$ cat config.mk
export PLATFORM = sky130hd
export DESIGN_NAME = dual_dac_serial_if
export DESIGN_NICKNAME = d
export VERILOG_FILES = /design/src/rtl/ddsi_pkg.sv /design/src/rtl/ddsi_edge_sync.sv /design/src/rtl/ddsi_shifter.sv /design/src/rtl/ddsi_regbank.sv /design/src/rtl/dual_dac_serial_if.sv
export SDC_FILE = /design/constraint.sdc
export NUM_CORES = 1
export LEC_CHECK = 0
export BUFFER_PORTS_ARGS = -buffer_cell sky130_fd_sc_hd__buf_4
export CELL_PAD_IN_SITES_DETAIL_PLACEMENT = 1
export CELL_PAD_IN_SITES_GLOBAL_PLACEMENT = 1
export CORE_MARGIN = 2
export CORE_UTILIZATION = 40
export DETAILED_ROUTE_END_ITERATION = 16
export GPL_ROUTABILITY_DRIVEN = 1
export GPL_TIMING_DRIVEN = 0
export PLACE_DENSITY_LB_ADDON = 0.1
export SLEW_MARGIN = 20
export SYNTH_ARGS = -nofsm -noshare
export SYNTH_HDL_FRONTEND = slang
export SYNTH_SLANG_ARGS = --single-unit
$ cat constraint.sdc
create_clock -name clk -period 2.8 [get_ports clk]
set_input_delay 0.42 -clock clk [delete_from_list [all_inputs] [get_ports clk]]
set_output_delay 0.42 -clock clk [all_outputs]
set_load 0.02 [all_outputs]
$ cat src/rtl/ddsi_pkg.sv
package ddsi_pkg;

    localparam int WORD_W = 16;
    localparam int CODE_W = 13;
    localparam int NUM_CH = 2;

    typedef enum logic [1:0] {
        OP_STAGE     = 2'b00,
        OP_STAGE_ALL = 2'b01,
        OP_DIRECT    = 2'b10,
        OP_SPECIAL   = 2'b11
    } op_e;

    // packed MSB first: channel, operation, code
    typedef struct packed {
        logic              chan;
        op_e               op;
        logic [CODE_W-1:0] code;
    } frame_t;

    localparam logic [2:0] SUB_UPDATE = 3'b000;
    localparam logic [2:0] SUB_SLEEP  = 3'b001;
    localparam logic [2:0] SUB_PIN    = 3'b100;
    localparam logic [2:0] SUB_EDGE   = 3'b101;

    function automatic logic [2:0] sub_of(frame_t f);
        return {f.chan, f.code[CODE_W-1:CODE_W-2]};
    endfunction

    function automatic logic arg_of(frame_t f);
        return f.code[CODE_W-3];
    endfunction

endpackage

$ cat src/rtl/ddsi_edge_sync.sv
module ddsi_edge_sync #(
    parameter int         N      = 3,
    parameter int         STAGES = 2,
    parameter logic [N-1:0] IDLE = '0
) (
    input  logic         clk,
    input  logic         rst,
    input  logic [N-1:0] async_in,
    output logic [N-1:0] level
);
    for (genvar i = 0; i < N; i++) begin : g_sig
        logic [STAGES-1:0] pipe;
        always_ff @(posedge clk) begin
            if (rst) pipe <= {STAGES{IDLE[i]}};
            else     pipe <= {pipe[STAGES-2:0], async_in[i]};
        end
        assign level[i] = pipe[STAGES-1];
    end
endmodule

$ cat src/rtl/ddsi_shifter.sv
module ddsi_shifter #(
    parameter int W = 16
) (
    input  logic         clk,
    input  logic         rst,
    input  logic         cs_low,
    input  logic         cs_fall,
    input  logic         cs_rise,
    input  logic         sck_rise,
    input  logic         sck_fall,
    input  logic         din_s,
    input  logic         out_on_rise,
    output logic [W-1:0] word,
    output logic         commit,
    output logic         dout
);
    localparam int CNT_W = $clog2(W + 2);
    localparam logic [CNT_W-1:0] CNT_FULL = CNT_W'(W);
    localparam logic [CNT_W-1:0] CNT_OVER = CNT_W'(W + 1);

    logic [W-1:0]     sr;
    logic [CNT_W-1:0] cnt;
    logic             tap;
    logic             take;

    assign take   = cs_low && sck_rise;
    assign word   = sr;
    assign commit = cs_rise && (cnt == CNT_FULL);

    always_ff @(posedge clk) begin
        if (rst) begin
            sr   <= '0;
            cnt  <= '0;
            tap  <= 1'b0;
            dout <= 1'b0;
        end else begin
            if (cs_fall)
                cnt <= '0;
            else if (take && cnt != CNT_OVER)
                cnt <= cnt + 1'b1;
            if (take) begin
                sr  <= {sr[W-2:0], din_s};
                tap <= sr[W-1];
                if (out_on_rise) dout <= sr[W-1];
            end
            if (cs_low && sck_fall && !out_on_rise)
                dout <= tap;
        end
    end

    assert_idle_R2: assert property (@(posedge clk) disable iff (rst)
        !cs_low |=> $stable(sr));

endmodule

$ cat src/rtl/ddsi_regbank.sv
module ddsi_regbank
    import ddsi_pkg::*;
#(
    parameter int CW = CODE_W
) (
    input  logic                 clk,
    input  logic                 rst,
    input  logic                 commit,
    input  frame_t               cmd,
    output logic [NUM_CH*CW-1:0] dac_flat,
    output logic                 user_out,
    output logic                 shutdown,
    output logic                 out_on_rise
);
    logic [2:0] sub;
    logic       special;
    logic       upd_all;

    assign sub     = sub_of(cmd);
    assign special = (cmd.op == OP_SPECIAL);
    assign upd_all = commit && ((cmd.op == OP_STAGE_ALL) ||
                                (special && sub == SUB_UPDATE));

    for (genvar g = 0; g < NUM_CH; g++) begin : g_ch
        logic [CW-1:0] stage_r;
        logic [CW-1:0] live_r;
        logic          hit;
        assign hit = commit && !special && (cmd.chan == 1'(g));
        always_ff @(posedge clk) begin
            if (rst) begin
                stage_r <= '0;
                live_r  <= '0;
            end else begin
                if (hit) stage_r <= cmd.code;
                if (hit && cmd.op == OP_DIRECT) live_r <= cmd.code;
                else if (upd_all)               live_r <= hit ? cmd.code : stage_r;
            end
        end
        assign dac_flat[g*CW +: CW] = live_r;
    end

    always_ff @(posedge clk) begin
        if (rst) begin
            user_out    <= 1'b0;
            shutdown    <= 1'b0;
            out_on_rise <= 1'b0;
        end else if (commit) begin
            if (special && sub == SUB_PIN)  user_out    <= arg_of(cmd);
            if (special && sub == SUB_EDGE) out_on_rise <= arg_of(cmd);
            if (special && sub == SUB_SLEEP)
                shutdown <= 1'b1;
            else if (!special || sub == SUB_UPDATE)
                shutdown <= 1'b0;
        end
    end

    assert_dac_hold_R3: assert property (@(posedge clk) disable iff (rst)
        !commit |=> $stable(dac_flat));

    assert_pin_hold_R8: assert property (@(posedge clk) disable iff (rst)
        !commit |=> $stable(user_out));

    assert_sleep_set_R10: assert property (@(posedge clk) disable iff (rst)
        (commit && special && sub == SUB_SLEEP) |=> (shutdown && $stable(dac_flat)));

    assert_direct_a_R6: assert property (@(posedge clk) disable iff (rst)
        (commit && cmd.op == OP_DIRECT && !cmd.chan) |=> (dac_flat[CW-1:0] == $past(cmd.code)));

endmodule

$ cat src/rtl/dual_dac_serial_if.sv
module dual_dac_serial_if
    import ddsi_pkg::*;
(
    input  logic              clk,
    input  logic              rst,
    input  logic              cs_n,
    input  logic              sclk,
    input  logic              din,
    output logic              dout,
    output logic [CODE_W-1:0] dac_a,
    output logic [CODE_W-1:0] dac_b,
    output logic              user_out,
    output logic              shutdown
);
    // index 0: select, 1: serial clock, 2: data
    logic [2:0] lvl;
    logic [1:0] prev;
    logic       cs_low, cs_fall, cs_rise, sck_rise, sck_fall;
    logic [WORD_W-1:0] word;
    logic       commit;
    logic       out_on_rise;
    logic [NUM_CH*CODE_W-1:0] dac_flat;

    ddsi_edge_sync #(.N(3), .STAGES(2), .IDLE(3'b001)) i_sync (
        .clk      (clk),
        .rst      (rst),
        .async_in ({din, sclk, cs_n}),
        .level    (lvl)
    );

    always_ff @(posedge clk) begin
        if (rst) prev <= 2'b01;
        else     prev <= lvl[1:0];
    end

    assign cs_low   = !lvl[0];
    assign cs_fall  = !lvl[0] &&  prev[0];
    assign cs_rise  =  lvl[0] && !prev[0];
    assign sck_rise =  lvl[1] && !prev[1];
    assign sck_fall = !lvl[1] &&  prev[1];

    ddsi_shifter #(.W(WORD_W)) i_shift (
        .clk         (clk),
        .rst         (rst),
        .cs_low      (cs_low),
        .cs_fall     (cs_fall),
        .cs_rise     (cs_rise),
        .sck_rise    (sck_rise),
        .sck_fall    (sck_fall),
        .din_s       (lvl[2]),
        .out_on_rise (out_on_rise),
        .word        (word),
        .commit      (commit),
        .dout        (dout)
    );

    ddsi_regbank #(.CW(CODE_W)) i_regs (
        .clk         (clk),
        .rst         (rst),
        .commit      (commit),
        .cmd         (frame_t'(word)),
        .dac_flat    (dac_flat),
        .user_out    (user_out),
        .shutdown    (shutdown),
        .out_on_rise (out_on_rise)
    );

    assign dac_a = dac_flat[0 +: CODE_W];
    assign dac_b = dac_flat[CODE_W +: CODE_W];

endmodule

; Yosys cells after proc, flatten, opt, wreduce, memory -nomap -nowiden
; Cells that the tools add are included.
[word_totals]
reg_bits = 86
out_inout_bits = 29
wordCells = 74
[op_classes]
addsub = 1
eq_ne = 8
n_mux = 11
bitwise = 1
n_reduce_logical = 38
[ops]
columns = operator, count
row1 = $mux 13, 6
row2 = $logic_and 1x1->1, 19
row3 = $reduce_bool 2->1, 5
row4 = $reduce_and 2->1, 4
row5 = $eq 3x3->1 const B, 2
row6 = $logic_not 1->1, 6
row7 = $add 5x1->5 const B, 1
row8 = $eq 5x5->1 const B, 1
row9 = $mux 1, 5
row10 = $ne 5x5->1 const B, 1
row11 = $eq 2x2->1 const B, 2
row12 = $eq 3x1->1 const B, 1
row13 = $logic_not 3->1, 1
row14 = $eq 2x1->1 const B, 1
row15 = $logic_or 1x1->1, 2
row16 = $reduce_or 2->1, 1
row17 = $not 1->1, 1

; Depth between registers and ports, before layout
[depth]
word_depth = 8
depth_mapped = 9
mapped_depth_nobuf = 6

; Modules after synthesis
; From an unflattened synthesis, not the netlist that was laid out.
[hier_totals]
hier_cells = 351
area_unflattened_um2 = 3424.5
[modules_own_cells]
columns = mod, n_inst, cells_per_inst, area_each_um2
row1 = ddsi_regbank, 1, 213, 2229.6
row2 = ddsi_shifter, 1, 114, 933.4
row3 = ddsi_edge_sync, 1, 15, 180.2
row4 = dual_dac_serial_if, 1, 9, 81.3

; Least setup slack after synthesis
; No wires, ideal clock.
[synth_timing]
path_kind = reg2reg
from = reg i_shift.cnt[0]
to = reg i_regs.g_ch[0].live_r[10]
setup_ns = 0.086
arrival_time_ns = 1.623
required_time_ns = 2.714
slack_ns = 1.091
path_stages_with_launch = 10
n_path_buf = 3
period_less_slack_ns = 1.709
path_cell_list = dfxtp_1 -> inv_1 -> ha_1 -> and3b_1 -> buf_6 -> and2_0 -> buf_2 -> and2_4 -> buf_6 -> a211oi_1
[synth_between]
elab_chain_len = 7
[synth_rtl]
columns = element, line_no
row1 = from (decl), ddsi_shifter.sv:22  ; logic [CNT_W-1:0] cnt;
row2 = from (signal assigned), ddsi_shifter.sv:40  ; cnt <= cnt + 1'b1;
row3 = $eq 5x5->1 *, ddsi_shifter.sv:28  ; assign commit = cs_rise && (cnt == CNT_FULL);
row4 = $logic_and 1x1->1 *, ddsi_shifter.sv:28
row5 = $logic_and 1x1->1 (2 in a row), ddsi_regbank.sv:28  ; assign hit = commit && !special && (cmd.chan == 1'(g));
row6 = $mux 13 (2 in a row), ddsi_regbank.sv:36  ; else if (upd_all) live_r <= hit ? cmd.code : stage_r;
row7 = $mux 13, ddsi_regbank.sv:35  ; if (hit && cmd.op == OP_DIRECT) live_r <= cmd.code;
row8 = to (signal assigned), ddsi_regbank.sv:35
row9 = to (signal assigned), ddsi_regbank.sv:36
row10 = to (decl), ddsi_regbank.sv:26  ; logic [CW-1:0] live_r;
; Mark *: on every way between the ends. The rest lies on a longest branch, timed or not. The select of a mux whose other input is x is not followed.
; A chain may end at the register's enable or synchronous reset.

; Worst setup path after layout
[layout_timing]
from = reg i_shift.cnt[0]
to = reg i_regs.g_ch[0].live_r[2]
; The elaborated chain is that of the path after synthesis.

==> summary.md <==
| Metric | Value |
|---|---|
| Run status | `finished, final reports clean` |
| Initial Util | `41.4%` |
| # DRC | `0` |
| Sink Count | `86` |
| Fin. max-slew vios | `0` |
| Clock Skews | `0.00565 ns` |
| Tcrit/Tclk final | `around 70%` |
| Largest net degree at the start of global routing | `16` |
| CTS Hold Bufs | `0` |
| Initial antenna violation count | `0` |
| Port Buf Inserts | `32` |
| Post-CTS sizing | `0` |
| GPL Wtd Cong | `about 0.74` |
| Post-Synthesis Net Count | `339` |
| Library cells used by synthesis | `40` |
| Via count | `around 2400` |
| Setup TNS | `0 ns` |
| Setup CP Type | `flop to flop` |
| Post-synthesis sequential area ratio | `a little over half` |
| RR Endpoint | `i_regs.g_ch[0].live_r[2]$_SDFFE_PP0P_` |
| Final core utilization | `roughly half` |
| Die height | `93.6 um` |
| Iteration-0 DRC Markers | `71` |
| Yosys warning count | `0` |
| Crit path launch | `i_shift.cnt[0]$_SDFFE_PP0P_` |
| Final Hold Fails | `0` |
| Ports | `34` |
| CTS root buf | `clkbuf_8` |
| Clock tree buffer depth | `2` |
| Max frequency | `510 MHz` |
| Post-synthesis register bit count | `86` |
| Hold WC Path Type | `input port to flop` |
| Max-slew headroom | `63.1%` |
| DIE AREA | `8770 um^2` |
| Sw power | `484 uW` |
| CP endpoint kind | `flop` |
| GRT Total Usage | `17.9%` |
| Switching portion of total power | `a little under a quarter` |
| Leak Pwr | `1.58 nW` |
| Post-DR vias/cell | `between 4 and 5` |
| R2R depth | `8` |
| Core Area | `around 8000 um^2` |
| Count of final setup violators | `0` |
| Gr ovfl total | `0` |
| Vias in the first global route | `2370` |
| H-tree depth | `3` |
| Antenna fix cells | `0` |
| CTS Buf Count | `9` |
| Die width | `93.6 um` |
| Worst r2r src | `i_shift.cnt[0]$_SDFFE_PP0P_` |
| PD cells | `roughly 570 nW/um^2` |
| WP data arrival | `2.19 ns` |
| Setup crit end | `i_regs.g_ch[0].live_r[2]$_SDFFE_PP0P_` |
| Peak VDD IR | `0.000319 V` |
| Min Tclk post-route | `1.96 ns` |
| Max-Cap Viols | `0` |
| CTS tree | `done` |
| RSZ-0062 raised after global routing | `false` |
| Combinational Power Share | `1.8%` |
| P_int | `1.65 mW` |
| Reg2reg setup slack | `0.84 ns` |
| Startpoint types | `flop` |
| Worst-Skew Late Latency | `about 0.36 ns` |
| Slew at the pin closest to its max-slew limit | `0.554 ns` |
| Syn Area/Cell | `between 9 and 10 um^2` |
| Layout area overhead | `17.6%` |
| First drt pass iteration count | `4` |
| Post-Syn Area | `3210 um^2` |
| Routed len/inst | `15.0 um` |
| HPWL Detailed | `5150 um` |
| Antenna Nets Post-Route | `0` |
| Overall routed net length | `slightly above 7000 um` |
| Std cell rows | `32` |
| Share of post-route cells with drive strength above 1 | `19.0%` |
| Clock-pin slew on the worst setup and hold paths | `0.09 ns` |
| Post-synthesis cell count | `331` |
| Clk network pwr share | `between 40% and 50%` |
| Sequential Power Share | `57.5%` |
| First-pass GRT wire length | `12100 um` |
| CP Data Required Time | `3.03 ns` |
| Nets | `382` |
| Critical Path Fanout Max | `10` |
| Post-CTS Setup Repair Bufs | `0` |
stage by stage:
stage	hold WS (ns)	std cells	cell area [um^2]	power (mW)	setup slack (ns)
after detailed placement	0.405	465	3580	1.30	0.898
after CTS	0.232	481	3780	2.16	0.828
after global placement	0.392	465	3580	1.30	0.904
final	0.238	481	3780	2.14	0.838
after floorplan	0.389	331	3210	1.28	1.09
after global routing	0.236	481	3780	2.22	0.671
worst min path at each step:
stage                     slack [ns]                            endpoint  cells after the start                                from
final                           0.24  i_sync.g_sig[0].pipe[0]$_SDFF_PP1_                      2                                cs_n
after global routing            0.24  i_sync.g_sig[0].pipe[0]$_SDFF_PP1_                      2                                cs_n
after CTS                       0.23  i_sync.g_sig[0].pipe[0]$_SDFF_PP1_                      2                                cs_n
after detailed placement        0.40  i_sync.g_sig[0].pipe[1]$_SDFF_PP1_                      1  i_sync.g_sig[0].pipe[0]$_SDFF_PP1_
after global placement          0.39  i_sync.g_sig[0].pipe[1]$_SDFF_PP1_                      1  i_sync.g_sig[0].pipe[0]$_SDFF_PP1_
after floorplan                 0.39  i_sync.g_sig[0].pipe[1]$_SDFF_PP1_                      1  i_sync.g_sig[0].pipe[0]$_SDFF_PP1_
synth_stat cells:
master     n  area, um^2
dfxtp_1   86        1720
nor2_1    48         180
nand2_1   37         139
a21oi_1   32         160
mux2i_1   29         290
a211oi_1  26         195
clkbuf_1  12        45.0
buf_2      6        30.0
nor2b_1    6        37.5
buf_6      5        56.3
inv_1      5        18.8
ha_1       3        37.5
nand4_1    3        18.8
or2_2      3        18.8
and4b_1    2        20.0
nand4_2    2        25.0
o21ai_0    2        10.0
xor2_1     2        17.5
a21o_1     1        7.51
a21oi_2    1        8.76
a22oi_1    1        7.51
a311oi_1   1        8.76
a31o_2     1        8.76
and2_0     1        6.26
and2_4     1        8.76
and3b_1    1        8.76
buf_4      1        7.51
buf_8      1        15.0
clkbuf_2   1        5.00
nand3_1    1        5.00
nand3b_1   1        7.51
nand4b_1   1        8.76
nor3b_1    1        7.51
nor3b_4    1        18.8
nor4b_1    1        8.76
o211ai_1   1        7.51
o311ai_1   1        8.76
or3b_1     1        8.76
or4b_2     1        10.0
xnor2_1    1        8.76
critical path, cell delays in order, from the launching register on:
cell      delay [ns]
dfxtp_1         0.44
inv_1           0.08
ha_1            0.19
and3b_1         0.17
buf_6           0.13
nand4_2         0.17
buf_6           0.20
mux2i_1         0.32
a211oi_1        0.12
cell usage in the layout, fill, tap and decap left out, types with 2 or more instances in the layout:
cell	netlist	routed
ha_1	3	3
buf_2	6	6
clkbuf_8	0	9
and4b_1	2	2
nand4_1	3	3
inv_1	5	5
buf_6	5	5
nand2_1	37	37
nand4_2	2	2
dfxtp_1	86	86
a211oi_1	26	26
clkinv_2	0	2
clkbuf_1	12	12
o21ai_0	2	2
a21oi_1	32	32
mux2i_1	29	29
buf_4	1	33
or2_2	3	3
nor2b_1	6	6
nor2_1	48	48
xor2_1	2	2
clkinv_4	0	2
power by group through the flow:
stage                     Combinational, mW  Sequential [mW]  Clock, mW
final                                0.0388             1.23      0.869
after global routing                 0.0441             1.23      0.945
after CTS                            0.0400             1.23      0.895
after detailed placement             0.0398             1.26          0
after global placement               0.0393             1.26          0
after floorplan                      0.0252             1.26          0
routing by layer:
layer / routed length (um) / vias to the layer above / GRT usage [%]
li1: - / 1223 / -
met1: 3640 / 1125 / 25.1
met2: 3180 / 43 / 27.2
met3: 267 / 11 / 3.14
met4: 133 / 0 / 7.61
met5: 0 / - / 0
cell type report:
class                      instances  area [um^2]
buffer                            26          159
clock buffer                       9          124
clock inverter                     7         73.8
fill                             899         3990
inverter                           5         18.8
multi-input combinational        214         1320
sequential                        86         1720
tap                              102          128
timing repair buffer              32          240
cell families after synthesis:
family,synth area share (%)
AND/OR/NAND/NOR,16.7
AO/OA/AOI/OAI,13.2
XOR/XNOR,0.818
multiplexers,9.03
flip-flops,53.6
adder cells (fa/ha/maj),1.17
buffers and inverters,5.53
registers in the layout, summed over array words and instances (netlist names), named ones only:
register             cells
i_shift.word            16
prev                     2
i_sync.g_sig.pipe        6
i_regs.out_on_rise       1
i_shift.cnt              5
i_regs.shutdown          1
i_shift.tap              1
i_regs.g_ch.live_r      26
i_shift.dout             1
i_regs.user_out          1
i_regs.g_ch.stage_r     21
(Power assumes the default switching activity.)
